[config.mk]
export PLATFORM = sky130hd
export DESIGN_NAME = i2c_ptr_target
export DESIGN_NICKNAME = d
export VERILOG_FILES = /design/src/rtl/i2c_tgt_pkg.sv /design/src/rtl/i2c_line_sync.sv /design/src/rtl/i2c_tgt_engine.sv /design/src/rtl/i2c_ptr_target.sv
export SDC_FILE = /design/constraint.sdc
export NUM_CORES = 1
export LEC_CHECK = 0
export ABC_AREA = 1
export BUFFER_PORTS_ARGS = -buffer_cell sky130_fd_sc_hd__clkbuf_2
export CAP_MARGIN = 20
export CORE_ASPECT_RATIO = 2
export CORE_MARGIN = 3
export CORE_UTILIZATION = 45
export DETAILED_ROUTE_END_ITERATION = 10
export HOLD_SLACK_MARGIN = 0.12
export SLEW_MARGIN = 20
export SYNTH_ARGS = -nofsm -noshare
export SYNTH_HDL_FRONTEND = slang
export SYNTH_SLANG_ARGS = --single-unit
export TNS_END_PERCENT = 100
[constraint.sdc]
create_clock -name clk -period 2.2 [get_ports clk]
set_input_delay 0.44 -clock clk [delete_from_list [all_inputs] [get_ports clk]]
set_output_delay 0.44 -clock clk [all_outputs]
set_load 0.01 [all_outputs]
[src/rtl/i2c_tgt_pkg.sv]
package i2c_tgt_pkg;

    localparam int BYTE_W = 8;
    localparam int CNT_W  = $clog2(BYTE_W + 1);

    typedef enum logic [2:0] {
        ST_IDLE,
        ST_ADDR,
        ST_ACK,
        ST_PTR,
        ST_WDATA,
        ST_TX,
        ST_MACK,
        ST_IGNORE
    } tgt_state_e;

endpackage

[src/rtl/i2c_line_sync.sv]
module i2c_line_sync #(
    parameter int SYNC_STAGES = 2
) (
    input  logic clk,
    input  logic rst_n,
    input  logic scl_i,
    input  logic sda_i,
    output logic scl_lvl,
    output logic sda_lvl,
    output logic scl_rise,
    output logic scl_fall,
    output logic start_det,
    output logic stop_det
);

    typedef struct packed {
        logic [SYNC_STAGES-1:0] scl_pipe;
        logic [SYNC_STAGES-1:0] sda_pipe;
        logic                   scl_prev;
        logic                   sda_prev;
    } sync_t;

    sync_t q, d;

    always_comb begin
        d          = q;
        d.scl_pipe = {q.scl_pipe[SYNC_STAGES-2:0], scl_i};
        d.sda_pipe = {q.sda_pipe[SYNC_STAGES-2:0], sda_i};
        d.scl_prev = q.scl_pipe[SYNC_STAGES-1];
        d.sda_prev = q.sda_pipe[SYNC_STAGES-1];
    end

    always_ff @(posedge clk or negedge rst_n) begin
        if (!rst_n) begin
            q <= '1;
        end else begin
            q <= d;
        end
    end

    assign scl_lvl   = q.scl_pipe[SYNC_STAGES-1];
    assign sda_lvl   = q.sda_pipe[SYNC_STAGES-1];
    assign scl_rise  = scl_lvl & ~q.scl_prev;
    assign scl_fall  = ~scl_lvl & q.scl_prev;
    assign start_det = scl_lvl & q.scl_prev & q.sda_prev & ~sda_lvl;
    assign stop_det  = scl_lvl & q.scl_prev & ~q.sda_prev & sda_lvl;

endmodule

[src/rtl/i2c_tgt_engine.sv]
module i2c_tgt_engine
    import i2c_tgt_pkg::*;
#(
    parameter logic [6:0] DEV_ADDR = 7'h48,
    parameter int         PTR_W    = 8
) (
    input  logic              clk,
    input  logic              rst_n,
    input  logic              scl_lvl,
    input  logic              sda_lvl,
    input  logic              scl_rise,
    input  logic              scl_fall,
    input  logic              start_det,
    input  logic              stop_det,
    input  logic [BYTE_W-1:0] rd_data,
    output logic              sda_oe,
    output logic [PTR_W-1:0]  ptr,
    output logic              we,
    output logic [PTR_W-1:0]  waddr,
    output logic [BYTE_W-1:0] wdata
);

    localparam logic [CNT_W-1:0] LAST_BIT = CNT_W'(BYTE_W - 1);
    localparam logic [CNT_W-1:0] ALL_BITS = CNT_W'(BYTE_W);

    typedef struct packed {
        tgt_state_e        st;
        tgt_state_e        ack_next;
        logic              ack_on;
        logic [CNT_W-1:0]  cnt;
        logic [BYTE_W-1:0] sh;
        logic [BYTE_W-1:0] rlat;
        logic [PTR_W-1:0]  ptr;
        logic              oe;
        logic              we;
        logic [PTR_W-1:0]  waddr;
        logic [BYTE_W-1:0] wdata;
    } eng_t;

    eng_t q, d;
    logic [BYTE_W-1:0] sh_in;

    assign sh_in = {q.sh[BYTE_W-2:0], sda_lvl};

    always_comb begin
        d    = q;
        d.we = 1'b0;
        if (start_det) begin
            d.st     = ST_ADDR;
            d.cnt    = '0;
            d.oe     = 1'b0;
            d.ack_on = 1'b0;
        end else if (stop_det) begin
            d.st     = ST_IDLE;
            d.cnt    = '0;
            d.oe     = 1'b0;
            d.ack_on = 1'b0;
        end else begin
            unique case (q.st)
                ST_ADDR, ST_PTR, ST_WDATA: begin
                    if (scl_rise) begin
                        d.sh  = sh_in;
                        d.cnt = q.cnt + 1'b1;
                        if (q.cnt == LAST_BIT) begin
                            d.cnt    = '0;
                            d.st     = ST_ACK;
                            d.ack_on = 1'b0;
                            if (q.st == ST_ADDR) begin
                                if (sh_in[BYTE_W-1:1] == DEV_ADDR) begin
                                    if (sh_in[0]) begin
                                        d.ack_next = ST_TX;
                                        d.rlat     = rd_data;
                                    end else begin
                                        d.ack_next = ST_PTR;
                                    end
                                end else begin
                                    d.st = ST_IGNORE;
                                end
                            end else if (q.st == ST_PTR) begin
                                d.ptr      = sh_in[PTR_W-1:0];
                                d.ack_next = ST_WDATA;
                            end else begin
                                d.we       = 1'b1;
                                d.waddr    = q.ptr;
                                d.wdata    = sh_in;
                                d.ack_next = ST_IGNORE;
                            end
                        end
                    end
                end
                ST_ACK: begin
                    if (scl_fall) begin
                        if (!q.ack_on) begin
                            d.ack_on = 1'b1;
                            d.oe     = 1'b1;
                        end else begin
                            d.ack_on = 1'b0;
                            d.st     = q.ack_next;
                            d.cnt    = '0;
                            if (q.ack_next == ST_TX) begin
                                d.sh = q.rlat;
                                d.oe = ~q.rlat[BYTE_W-1];
                            end else begin
                                d.oe = 1'b0;
                            end
                        end
                    end
                end
                ST_TX: begin
                    if (scl_rise) begin
                        d.cnt = q.cnt + 1'b1;
                    end else if (scl_fall) begin
                        if (q.cnt == ALL_BITS) begin
                            d.oe  = 1'b0;
                            d.cnt = '0;
                            d.st  = ST_MACK;
                        end else begin
                            d.sh = q.sh << 1;
                            d.oe = ~q.sh[BYTE_W-2];
                        end
                    end
                end
                ST_MACK: begin
                    if (scl_rise) begin
                        if (sda_lvl) begin
                            d.st = ST_IGNORE;
                        end else begin
                            d.cnt = CNT_W'(1);
                        end
                    end else if (scl_fall && q.cnt == CNT_W'(1)) begin
                        d.st  = ST_TX;
                        d.cnt = '0;
                        d.sh  = q.rlat;
                        d.oe  = ~q.rlat[BYTE_W-1];
                    end
                end
                default: ;
            endcase
        end
    end

    always_ff @(posedge clk or negedge rst_n) begin
        if (!rst_n) begin
            q          <= '0;
            q.st       <= ST_IDLE;
            q.ack_next <= ST_IDLE;
        end else begin
            q <= d;
        end
    end

    assign sda_oe = q.oe;
    assign ptr    = q.ptr;
    assign we     = q.we;
    assign waddr  = q.waddr;
    assign wdata  = q.wdata;

    // the SDA drive moves only in a cycle that follows a low SCL sample
    a_r11_sda_moves_scl_low: assert property (@(posedge clk) disable iff (!rst_n)
        !$stable(q.oe) |-> !$past(scl_lvl));

    // the write strobe lasts one cycle
    a_r12_we_single: assert property (@(posedge clk) disable iff (!rst_n)
        q.we |=> !q.we);

    // the pointer changes only on completion of a pointer byte
    a_r4_ptr_from_ptr_byte: assert property (@(posedge clk) disable iff (!rst_n)
        !$stable(q.ptr) |-> $past(q.st) == ST_PTR);

    // a strobe appears only in the acknowledge of the data byte
    a_r5_we_in_data_ack: assert property (@(posedge clk) disable iff (!rst_n)
        q.we |-> (q.st == ST_ACK && q.ack_next == ST_IGNORE));

    // no drive while the bus is being ignored
    a_r8_silent_ignore: assert property (@(posedge clk) disable iff (!rst_n)
        q.st == ST_IGNORE |-> !q.oe);

    // START opens a fresh address byte with SDA released
    a_r2_start_restarts: assert property (@(posedge clk) disable iff (!rst_n)
        start_det |=> (q.st == ST_ADDR && !q.oe));

endmodule

[src/rtl/i2c_ptr_target.sv]
module i2c_ptr_target
    import i2c_tgt_pkg::*;
#(
    parameter logic [6:0] DEV_ADDR    = 7'h48,
    parameter int         PTR_W       = 8,
    parameter int         SYNC_STAGES = 2
) (
    input  logic              clk,
    input  logic              rst_n,
    input  logic              scl_i,
    input  logic              sda_i,
    output logic              sda_oe,
    output logic [PTR_W-1:0]  reg_raddr,
    input  logic [BYTE_W-1:0] reg_rdata,
    output logic              reg_we,
    output logic [PTR_W-1:0]  reg_waddr,
    output logic [BYTE_W-1:0] reg_wdata
);

    logic scl_lvl, sda_lvl, scl_rise, scl_fall, start_det, stop_det;

    i2c_line_sync #(
        .SYNC_STAGES(SYNC_STAGES)
    ) u_sync (
        .clk      (clk),
        .rst_n    (rst_n),
        .scl_i    (scl_i),
        .sda_i    (sda_i),
        .scl_lvl  (scl_lvl),
        .sda_lvl  (sda_lvl),
        .scl_rise (scl_rise),
        .scl_fall (scl_fall),
        .start_det(start_det),
        .stop_det (stop_det)
    );

    i2c_tgt_engine #(
        .DEV_ADDR(DEV_ADDR),
        .PTR_W   (PTR_W)
    ) u_engine (
        .clk      (clk),
        .rst_n    (rst_n),
        .scl_lvl  (scl_lvl),
        .sda_lvl  (sda_lvl),
        .scl_rise (scl_rise),
        .scl_fall (scl_fall),
        .start_det(start_det),
        .stop_det (stop_det),
        .rd_data  (reg_rdata),
        .sda_oe   (sda_oe),
        .ptr      (reg_raddr),
        .we       (reg_we),
        .waddr    (reg_waddr),
        .wdata    (reg_wdata)
    );

endmodule

==> key figures <==
Logic synthesis
  – Avg Cell Area, Syn: 7.99 µm²
  – Largest cells by area after synthesis: dfrtp_1, nand2_1, buf_4, dfstp_2, nand3_1
  – Synth top area share: 42.0%
  – Post-synthesis cell type count: 32
  – Area leader, netlist: dfrtp_1
  – Syn nets: 403
  – Yosys warns: 0
  – Post-synthesis cell area: 3100 µm²
  – FF+latch count, synth: 58
  – Register area share after synthesis: 47.1%
  – Post-Synthesis Cells: 388

Worst setup path
  – Worst endpoint required time: 2.43 ns
  – Critical path endpoint category: flip-flop
  – Peak fanout along the critical path: 17
  – CP arrival: 2.18 ns
  – Worst setup path start: u_engine.q[42]$_DFFE_PN0P_
  – CP endpoint: u_engine.ptr[0]$_DFFE_PN0P_
  – R2R Path End: u_engine.ptr[0]$_DFFE_PN0P_
  – Worst R2R Setup Slack: 0.25 ns
  – Startpoint Class: flip-flop
  – Crit path kind: reg2reg
  – R2R depth: 7
  – Reg-to-Reg Start: u_engine.q[42]$_DFFE_PN0P_

Power and ir drop
  – Worst VDD drop: 0.000357 V
  – Sequential share of power: 38.4%
  – Clk pwr share: 55.1%
  – Logic gate share of total power: 6.5%
  – Int Pwr: 2.33 mW
  – Leakage: 1.82 nW
  – Pwr/cell area: 826 nW/µm²
  – Switching share of power: 21.2%
  – P_sw: 0.625 mW

STA
  – Crit share post-route: 88.7%
  – Clock Skews: 0.00350 ns
  – Final Max Tran Viols: 0
  – Worst setup margin: 0.249 ns
  – Setup violators final: 0
  – Fmax: 513 MHz
  – Slew margin rel.: 71.1%
  – Final-report hold violation count: 0
  – RSZ-0062 raised after global routing: no
  – Min Tclk post-route: 1.95 ns
  – Worst Tran Pin Value: 0.430 ns
  – Setup TNS: 0 ns

Detailed routing
  – Via count: 2493
  – DR pass1 iterations: 4
  – Total wire length: 7010 µm
  – Avg Vias per Cell: 4.96
  – Drt wl/cell: 13.9 µm
  – Initial DRC count: 147
  – Drt drc: 0
  – DRT antenna net count: 0

Clock network
  – Root buf cell: clkbuf_16
  – Worst-path clk slew: 0.05 ns
  – Clock Tree Buf Depth: 2
  – CTS tree: built
  – Worst-Skew Late Latency: 0.33 ns
  – Setup bufs post-CTS: 0
  – Total clock sinks: 58
  – Hold_buf cts: 1
  – Post-cts resize count: 0
  – H-tree Lvls: 3
  – CTS Buf Count: 9

Placed design
  – Global placement routability congestion: 0.936
  – Placed insts: 486
  – Pre-CTS WS: 0.223 ns
  – PortBufs: 37
  – Post-DP HPWL: 5290 µm

Floorplan
  – # rows: 42
  – Initial core utilization: 46.4%
  – Die width: 64.7 µm
  – IO Count: 38
  – Die Y: 123 µm
  – Die ar.: 7980 µm²
  – Core area: 6670 µm²

Global routing
  – Initial antenna violation count: 0
  – Total gr overflow: 0
  – Largest net degree at the start of global routing: 44
  – GRT Util Overall: 19.6%
  – Vias in the first global route: 2442
  – First-pass GRT wire length: 11600 µm

Status
  – Status: finished, final reports clean

Worst hold path
  – Hold path depth: 1
  – Hold/Removal Path Class: in2reg

Final layout
  – Nets: 425
  – Commonest non-fill, non-tap cell in the layout: nand2_1
  – Most frequent cells in the layout: nand2_1, dfrtp_1, clkbuf_2
  – Final Non-Filler Cells: 503
  – Synthesis-to-layout area growth: 15.3%
  – # fillers: 665
  – Inserted Diodes: 0
  – Layout cells sized above 1: 23.4%

Run
  – Max cap viols: 0
-- power by group through the flow --
stage | logic, mW | clock network [mW] | registers [mW]
global route | 0.220 | 1.71 | 1.14
global placement | 0.194 | 0 | 1.15
finish | 0.192 | 1.63 | 1.13
CTS | 0.196 | 1.66 | 1.14
floorplan | 0.120 | 0 | 1.14
detailed placement | 0.194 | 0 | 1.15
-- layout make-up --
| cell class | count | area, µm² | area share [%] |
|---|---|---|---|
| clock buffer | 11 | 253 | 7.07 |
| clock inverter | 5 | 100 | 2.80 |
| inverter | 37 | 139 | 3.89 |
| multi-input combinational | 261 | 1270 | 35.5 |
| sequential | 58 | 1460 | 40.8 |
| tap | 88 | 110 | 3.08 |
| timing repair buffer | 43 | 245 | 6.86 |
-- sequential cells by signal, indices dropped and copies added, names as in the netlist --
name / cells
u_sync.d: 2
u_sync.sda_lvl: 1
u_engine.waddr: 8
u_engine.sda_oe: 1
u_sync.q: 2
u_engine.wdata: 8
u_engine.ptr: 8
u_engine.q: 26
u_engine.we: 1
u_sync.scl_lvl: 1
-- metal layers --
layer	wire, µm	vias up	global-route usage [%]
met2	3860	61	35.6
li1	-	1265	-
met3	262	20	5.00
met1	2670	1147	20.1
met5	0	-	0
met4	219	0	10.6
-- worst max-delay path: stages (launching register included) --
cell	delay [ns]
dfrtp_1	0.44
ha_1	0.19
nand2_1	0.08
nor2_2	0.27
nand2_2	0.13
inv_1	0.10
nand4_2	0.33
o21ai_0	0.30
-- worst min path at each step --
stage	from	endpoint	slack, ns
after floorplan	rst_n	u_engine.ptr[0]$_DFFE_PN0P_	0.14
after global placement	u_sync.d[3]$_DFF_PN1_	u_sync.sda_lvl$_DFF_PN1_	0.35
after detailed placement	u_sync.d[3]$_DFF_PN1_	u_sync.sda_lvl$_DFF_PN1_	0.35
after CTS	scl_i	u_sync.d[5]$_DFF_PN1_	0.17
after global routing	scl_i	u_sync.d[5]$_DFF_PN1_	0.18
final	scl_i	u_sync.d[5]$_DFF_PN1_	0.19
-- Yosys cell counts, drive strengths merged --
master    n
nor2     31
nand4     5
nor3      5
xor2      1
o21ai    44
o31ai     1
and2      2
ha        3
nand3    24
dfstp     6
a22oi     6
nand2   129
inv      37
nand3b    3
buf      32
dfrtp    52
o211ai    1
a21boi    2
a21oi     3
or2       1
-- kinds of logic after synthesis --
| logic type | synth area share (%) |
|---|---|
| and+or+nand+nor | 28.3 |
| buffers and inverters | 12.0 |
| DFF | 47.1 |
| AOI/OAI and AO/OA | 11.1 |
| adders and majority gates | 1.21 |
| xor gates and xnor gates | 0.283 |
-- metrics by stage --
step	total power, mW	hold WS, ns	cell area (µm²)	util, %
after floorplan	1.26	0.144	3100	-
after global placement	1.35	0.345	3210	48.1
after detailed placement	1.35	0.347	3210	48.1
after CTS	3.00	0.169	3570	53.6
after global routing	3.07	0.180	3570	53.6
final	2.95	0.190	3570	53.6
No activity file was read; power rests on OpenSTA's default activity.
